`src/rtl/burst_master_pkg.sv`:
```
package burst_master_pkg;

  typedef enum logic [1:0] {
    ST_IDLE    = 2'd0,
    ST_REQUEST = 2'd1,
    ST_BURST   = 2'd2,
    ST_RELEASE = 2'd3
  } bm_state_t;

endpackage

```
`src/rtl/bm_ack_sync.sv`:
```
module bm_ack_sync #(
  parameter int STAGES = 2
) (
  input  logic clk,
  input  logic rst_n,
  input  logic async_i,
  output logic sync_o
);

  generate
    if (STAGES == 0) begin : g_bypass
      assign sync_o = async_i;
    end else begin : g_chain
      logic [STAGES-1:0] chain_q;
      always_ff @(posedge clk) begin
        if (!rst_n) chain_q <= '0;
        else        chain_q <= {chain_q[STAGES-2 >= 0 ? STAGES-2 : 0 : 0], async_i} & {STAGES{1'b1}};
      end
      assign sync_o = chain_q[STAGES-1];
    end
  endgenerate

endmodule

```
`src/rtl/bm_fsm.sv`:
```
module bm_fsm
  import burst_master_pkg::*;
(
  input  logic clk,
  input  logic rst_n,
  input  logic burst_en_i,
  input  logic ack_s_i,
  output logic req_o,
  output logic pause_o,
  output logic active_o
);

  bm_state_t state_q, state_d;

  always_comb begin
    state_d = state_q;
    case (state_q)
      ST_IDLE:    if (burst_en_i && !ack_s_i) state_d = ST_REQUEST;
      ST_REQUEST: if (ack_s_i)                state_d = ST_BURST;
      ST_BURST:   if (!burst_en_i)            state_d = ST_RELEASE;
      ST_RELEASE: if (!ack_s_i)               state_d = burst_en_i ? ST_REQUEST : ST_IDLE;
      default:                                state_d = ST_IDLE;
    endcase
  end

  always_ff @(posedge clk) begin
    if (!rst_n) state_q <= ST_IDLE;
    else        state_q <= state_d;
  end

  assign req_o    = (state_q == ST_REQUEST) || (state_q == ST_BURST);
  assign pause_o  = (state_q == ST_REQUEST);
  assign active_o = (state_q == ST_BURST);

  AST_RESET_IDLE: assert property (@(posedge clk)
    !rst_n |=> (!req_o && !pause_o && !active_o));

  AST_START_ON_ENABLE: assert property (@(posedge clk) disable iff (!rst_n)
    (state_q == ST_IDLE && burst_en_i && !ack_s_i) |=> (req_o && pause_o));

  AST_PAUSE_UNTIL_ACK: assert property (@(posedge clk) disable iff (!rst_n)
    (pause_o && !ack_s_i) |=> (pause_o && req_o));

  AST_GRANT_ENDS_PAUSE: assert property (@(posedge clk) disable iff (!rst_n)
    (pause_o && ack_s_i) |=> (active_o && !pause_o));

  AST_REQ_HELD_IN_BURST: assert property (@(posedge clk) disable iff (!rst_n)
    (active_o && burst_en_i) |=> (active_o && req_o));

  AST_DROP_ON_DISABLE: assert property (@(posedge clk) disable iff (!rst_n)
    (active_o && !burst_en_i) |=> (!req_o && !active_o));

  AST_NEW_REQ_NEEDS_ACK_LOW: assert property (@(posedge clk) disable iff (!rst_n)
    $rose(req_o) |-> !$past(ack_s_i));

  AST_IDLE_BLOCKED_BY_ACK: assert property (@(posedge clk) disable iff (!rst_n)
    (!req_o && ack_s_i) |=> !req_o);

endmodule

```
`src/rtl/bm_tick_gate.sv`:
```
module bm_tick_gate (
  input  logic tick_i,
  input  logic pause_i,
  output logic tick_o
);

  assign tick_o = tick_i & ~pause_i;

endmodule

```
`src/rtl/burst_master_port.sv`:
```
module burst_master_port #(
  parameter int ACK_SYNC_STAGES = 2
) (
  input  logic clk,
  input  logic rst_n,
  input  logic loc_tick_i,
  input  logic burst_en_i,
  input  logic slv_ack_i,
  output logic burst_req_o,
  output logic clk_pause_o,
  output logic burst_active_o,
  output logic loc_tick_o
);

  logic ack_s;

  bm_ack_sync #(.STAGES(ACK_SYNC_STAGES)) u_ack_sync (
    .clk     (clk),
    .rst_n   (rst_n),
    .async_i (slv_ack_i),
    .sync_o  (ack_s)
  );

  bm_fsm u_fsm (
    .clk        (clk),
    .rst_n      (rst_n),
    .burst_en_i (burst_en_i),
    .ack_s_i    (ack_s),
    .req_o      (burst_req_o),
    .pause_o    (clk_pause_o),
    .active_o   (burst_active_o)
  );

  bm_tick_gate u_tick_gate (
    .tick_i  (loc_tick_i),
    .pause_i (clk_pause_o),
    .tick_o  (loc_tick_o)
  );

  AST_NO_TICK_WHILE_PAUSED: assert property (@(posedge clk) disable iff (!rst_n)
    clk_pause_o |-> !loc_tick_o);

  AST_PAUSE_IMPLIES_REQ: assert property (@(posedge clk) disable iff (!rst_n)
    clk_pause_o |-> (burst_req_o && !burst_active_o));

endmodule

```
`config.mk`:
```
export PLATFORM = sky130hd
export DESIGN_NAME = burst_master_port
export DESIGN_NICKNAME = d
export VERILOG_FILES = /design/src/rtl/burst_master_pkg.sv /design/src/rtl/bm_ack_sync.sv /design/src/rtl/bm_fsm.sv /design/src/rtl/bm_tick_gate.sv /design/src/rtl/burst_master_port.sv
export SDC_FILE = /design/constraint.sdc
export NUM_CORES = 1
export LEC_CHECK = 0
export BUFFER_PORTS_ARGS = -buffer_cell sky130_fd_sc_hd__buf_4
export CAP_MARGIN = 10
export CORE_AREA = 2 2 39 41
export CTS_CLUSTER_SIZE = 20
export DETAILED_ROUTE_END_ITERATION = 8
export DIE_AREA = 0 0 41 43
export PLACE_DENSITY = 0.39
export SKIP_LAST_GASP = 1
export SYNTH_ARGS = -nofsm -noshare
export SYNTH_HDL_FRONTEND = slang
export SYNTH_HIERARCHICAL = 1
export SYNTH_SLANG_ARGS = --single-unit
```
`constraint.sdc`:
```
create_clock -name clk -period 4.2 [get_ports clk]
set_input_delay 0.84 -clock clk [delete_from_list [all_inputs] [get_ports clk]]
set_output_delay 0.84 -clock clk [all_outputs]
set_load 0.02 [all_outputs]
```
---- Word-level counts from Yosys, hierarchy flattened ----
Index checks and enable logic that the tools add are counted.
word-level totals
  bits of input ports ..................... 5
  register bits after elaboration ......... 4
  memories kept ........................... 0
  output and inout port bits .............. 4
  memory bits (writable) .................. 0
  latch bits .............................. 0
  bits in read-only memories .............. 0
  word-level logic and storage cells ...... 22
operators by class
  shifts and indexed selects .............. 0
  magnitude comparators ................... 0
  equal/unequal tests ..................... 7
  add/subtract/negate cells ............... 0
  div/mod/pow operators ................... 0
  bitwise gates (word level) .............. 2
  multiplexer cells ....................... 6
  reductions and logical operators ........ 5
  multiply operators ...................... 0
operators by type and width
  operator                                              number
  two-way mux 2 bit                                     4
  one-hot mux 2 bit (4 select lines)                    1
  != test 2 bit (second input constant)                 3
  equality test 2 bit (second input constant)           2
  AND reduction 4 bit                                   1
  equality test 2 x 1 -> 1 bit (second input constant)  1
  logical NOT 2 bit                                     1
  != test 2 x 1 -> 1 bit (second input constant)        1
  bitwise AND 1 bit                                     1
  logical AND 1 bit                                     1
  logical NOT 1 bit                                     1
  logical OR 1 bit                                      1
  two-way mux 1 bit                                     1
  NOT 1 bit                                             1

---- Depth between registers and ports, before layout ----
  word-level depth ........................ 4
  gate-level depth with buffers ........... 6

---- Hierarchy ----
The synthesis kept the hierarchy.
by module, submodules not included
  module        area each (sq um)  seq. area each (sq um)  cells each  instances
  bm_fsm        212.7              40.0                    21          1
  bm_ack_sync   52.6               40.0                    4           1
  bm_tick_gate  13.8               0.0                     1           1

---- Worst setup path after synthesis ----
Ideal clock, no wire load.
  path type ............................... input-to-output
  start ................................... in loc_tick_i
  end ..................................... out loc_tick_o
  data required time ...................... 3.360 ns
  slack ................................... 2.345 ns
  buffers on the path ..................... 0
  arrival time ............................ 1.015 ns
  stages on the path ...................... 1
  path through ............................ nor2b_4
between the ends
  word-level cells in the longest chain between the ends .. 1
RTL lines
  what                line                     text
  start: declaration  burst_master_port.sv:6   input logic loc_tick_i,
  bitwise AND 1 bit   bm_tick_gate.sv:7        assign tick_o = tick_i & ~pause_i;
  end: declaration    burst_master_port.sv:12  output logic loc_tick_o
No other way between the ends.

---- Worst setup path after layout ----
  start ................................... reg u_fsm.state_q[1]
  end ..................................... out loc_tick_o
between the ends
  word-level cells in the longest chain between the ends .. 3
RTL lines
  what                          line               text
  start: declaration            bm_fsm.sv:13       bm_state_t state_q, state_d;
  start signal: assignment      bm_fsm.sv:28       else state_q <= state_d;
  equality test 2 x 1 -> 1 bit  bm_fsm.sv:32       assign pause_o = (state_q == ST_REQUEST);
  NOT 1 bit                     bm_tick_gate.sv:7
  bitwise AND 1 bit             bm_tick_gate.sv:7
No other way between the ends.

==> impl_summary.md <==
Run status
The flow ran to the end, and the final reports show no timing, DRC or antenna violations.

Synthesis
After synthesis the netlist holds a flip-flop and latch count of 4. The post-synthesis area per instance is 10.73 um^2. The fraction of synthesized cell area taken by the top area cell type is 28.70%. The Yosys step of the flow raised 6 warnings. The area of the mapped netlist is 279.0 um^2.

For this run, the register share of the synthesized area comes to around 29%. By area the synthesized netlist is led by sky130_fd_sc_hd__dfxtp_1, sky130_fd_sc_hd__ha_1, sky130_fd_sc_hd__o41ai_2. The most area-hungry cell type in the Yosys netlist is sky130_fd_sc_hd__dfxtp_1. When the netlist entered floorplanning its net count stood at 36.

The number of library cell types mapped by synthesis is 15. The synthesized instance count is 26.

Clocking
TritonCTS built the clock tree. The tree is rooted in a sky130_fd_sc_hd__clkbuf_4. The post-CTS setup buffer count is 0. After clock tree synthesis, the clock-pin slew on the worst setup and hold paths is 0.04 ns. The clock sink count is 4. The post-cts repair resize count is 0. The insertion delay of the later-clocked pin in the worst-skew pair is 0.23 ns.

The total number of H-tree levels is 1. Buffers inserted during clock tree synthesis total 3. The maximum clock path buffer count is 2.

For this design, the CTS-stage hold fixing added 0 buffers.

Floorplanning
The floorplan step set the die height to 43 um. The number of cell rows is 14. The area of the die is 1763 um^2. The initial core utilization is about a fifth. The floorplan step set the die width to 41 um. The core region is 1384 um^2. In this run the count of I/O pins placed on the die edge is 9.

STA
The count of final setup violators is 0. For the final routed database, the setup TNS stands at 0 ns. The maximum clock frequency is 485.9 MHz.

Across the routed clock network, the largest skew measured is ~0.0023 ns. Setup repair after global routing left no endpoint under its margin. The max-slew violation count is 0. The number of failing hold endpoints at the final stage is 0.

The transition time at the pin with the least slew margin is around 0.46 ns. In the finished design, the share of the clock period the worst path needs comes to 49.00%. Measured against its own limit, the worst slew margin works out to 69.48%. The clock period minus worst slack is 2.058 ns.

Drt
The via density per instance is 4.208. The highest layer used for signal routing is met4. The detail route stage leaves a number of antenna-violating nets equal to 0. The residual DRC count is 0. The average detailed-routed wire length per instance is 9.943 um. The first detailed-routing pass ran for 2 iterations. For this block, wires on met1 add up to 236 um. The routed wire length is 527 um. The number of design-rule violations left by the first detailed-router iteration is 2. The detailed route wirelength on metal2 is 249 um.

The detailed-route via count is 223. The met3 wire length is 35 um.

GRT
The pin count of the biggest net entering global routing is 5. The global-route congestion overflow total is 0. The initial antenna violation count is 0. The wire length of the first global-routing pass is 848 um. The number of global-route vias before repair came to ~200. The total track usage is 7.337%.

Job
The max-cap check violation count is 0.

Placed design
The number of input and output port buffers inserted is 8. The final weighted congestion of routability-driven global placement is 0.7747. Summing all placed instances gives a cell area of about 360 um^2.

Setup path
The worst path required time is 3.36 ns. Data arrives at the worst endpoint at 1.22 ns. The worst setup path is launched from a flop.

In this run the worst path has a maximum fanout of 4. In this run the critical register-to-register path is launched from u_fsm/state_q[1]. The endpoint type of the worst setup path is an output pin. The critical path starts at u_fsm/state_q[1]. The startpoint-to-endpoint class of the critical path is reg2out.

Cells and area
Across the whole layout, storage elements account for between 80 and 90 um^2. At the end of the flow, the number of nets in the layout was between 40 and 50. At the end of the flow the core is filled with cells to 27.58%.

The fraction of layout instances using a drive strength above 1 is between 40% and 50%. The area growth from synthesis to layout is 36.77%. The count of antenna diodes in the layout is 0.

The final instance area is 381.6 um^2. The filler cells instantiated in the layout total 150. In the final layout, the multi-input gates occupy about 190 um^2.

Power and ir drop
The worst voltage drop across the vdd grid is between 0.2 and 0.3 mV. The leakage dissipation is 0.1795 nW. The power density normalized to cell area is about 670 nW/um^2.

Worst hold path
The path class of the tightest hold or removal check is reg2reg. The worst hold path begins at u_ack_sync/g_chain.chain_q[0].
[Yosys cell counts]
master                      number
sky130_fd_sc_hd__o21ai_0         2
sky130_fd_sc_hd__nor2b_1         1
sky130_fd_sc_hd__dfxtp_1         4
sky130_fd_sc_hd__a2111oi_2       1
sky130_fd_sc_hd__a21boi_1        1
sky130_fd_sc_hd__o22a_1          1
sky130_fd_sc_hd__or4b_1          1
sky130_fd_sc_hd__and2_1          2
sky130_fd_sc_hd__nor2b_4         1
sky130_fd_sc_hd__or3_2           1
sky130_fd_sc_hd__o211a_1         1
sky130_fd_sc_hd__o41ai_2         1
sky130_fd_sc_hd__a211oi_1        1
sky130_fd_sc_hd__inv_1           3
sky130_fd_sc_hd__ha_1            5
[worst paths after layout]
path | to | slack (ns) | cells past startpoint
setup / recovery | loc_tick_o | 2.14 | 4
setup reg to reg | u_fsm/state_q[0] | 2.44 | 6
hold / removal | u_ack_sync/g_chain.chain_q[1] | 0.43 | 1
hold reg to reg | u_ack_sync/g_chain.chain_q[1] | 0.43 | 1
[area by class of cell]
type                            instances  area share, %
Tap cell                               16          5.246
Multi-Input combinational cell         19          49.18
Clock buffer                            3          5.902
Inverter                                3          2.951
Timing Repair Buffer                    8          15.74
Sequential cell                         4          20.98
[kinds of logic after synthesis]
family / after synthesis / share of synthesized area, %
DFF: 4 / 28.70
adders and majority gates: 5 / 22.42
buffers and inverters: 3 / 4.036
AOI/OAI and AO/OA: 8 / 26.91
and+or+nand+nor: 6 / 17.94
[registers in the layout, summed over array words and instances (netlist names)]
signal	count
u_fsm/state_q	2
u_ack_sync/g_chain.chain_q	2
[through the flow]
step	hold slack, ns	cells	total power (W)	worst slack, ns
2_1_floorplan	0.4118	26	0.0001684	2.345
3_3_place_gp	0.4172	50	0.0002131	2.155
3_5_place_dp	0.4192	50	0.0002119	2.152
4_1_cts	0.4283	53	0.0002620	2.122
5_1_grt	0.4491	53	0.0002791	2.044
6_report	0.4278	53	0.0002569	2.142
[cells in the final DEF (no fill, tap or decap), types with 2 or more instances in the layout]
cell	Yosys	final
sky130_fd_sc_hd__dfxtp_1	4	4
sky130_fd_sc_hd__ha_1	5	5
sky130_fd_sc_hd__inv_1	3	3
sky130_fd_sc_hd__clkbuf_4	0	3
sky130_fd_sc_hd__o21ai_0	2	2
sky130_fd_sc_hd__and2_1	2	2
sky130_fd_sc_hd__buf_4	0	8
[where the power goes]
group	leakage [nW]	internal, W	switching [W]	total, W
Combinational	0.133	0.0000704	0.0000828	0.000153
Clock	0.0138	0.0000319	0.0000149	0.0000468
Sequential	0.0330	0.0000476	0.00000920	0.0000568
[worst max-delay path: stages, from the launching register on]
cell and delay (ns):
sky130_fd_sc_hd__dfxtp_1 0.37, sky130_fd_sc_hd__inv_1 0.11, sky130_fd_sc_hd__ha_1 0.26, sky130_fd_sc_hd__nor2b_4 0.11
sky130_fd_sc_hd__buf_4 0.13
[routing by layer]
layer	vias up	GRT usage, %
li1	117	-
met1	98	10.00
met2	6	8.438
met3	2	1.571
met4	0	8.000
met5	-	0
Power figures use the tool's default switching activity.
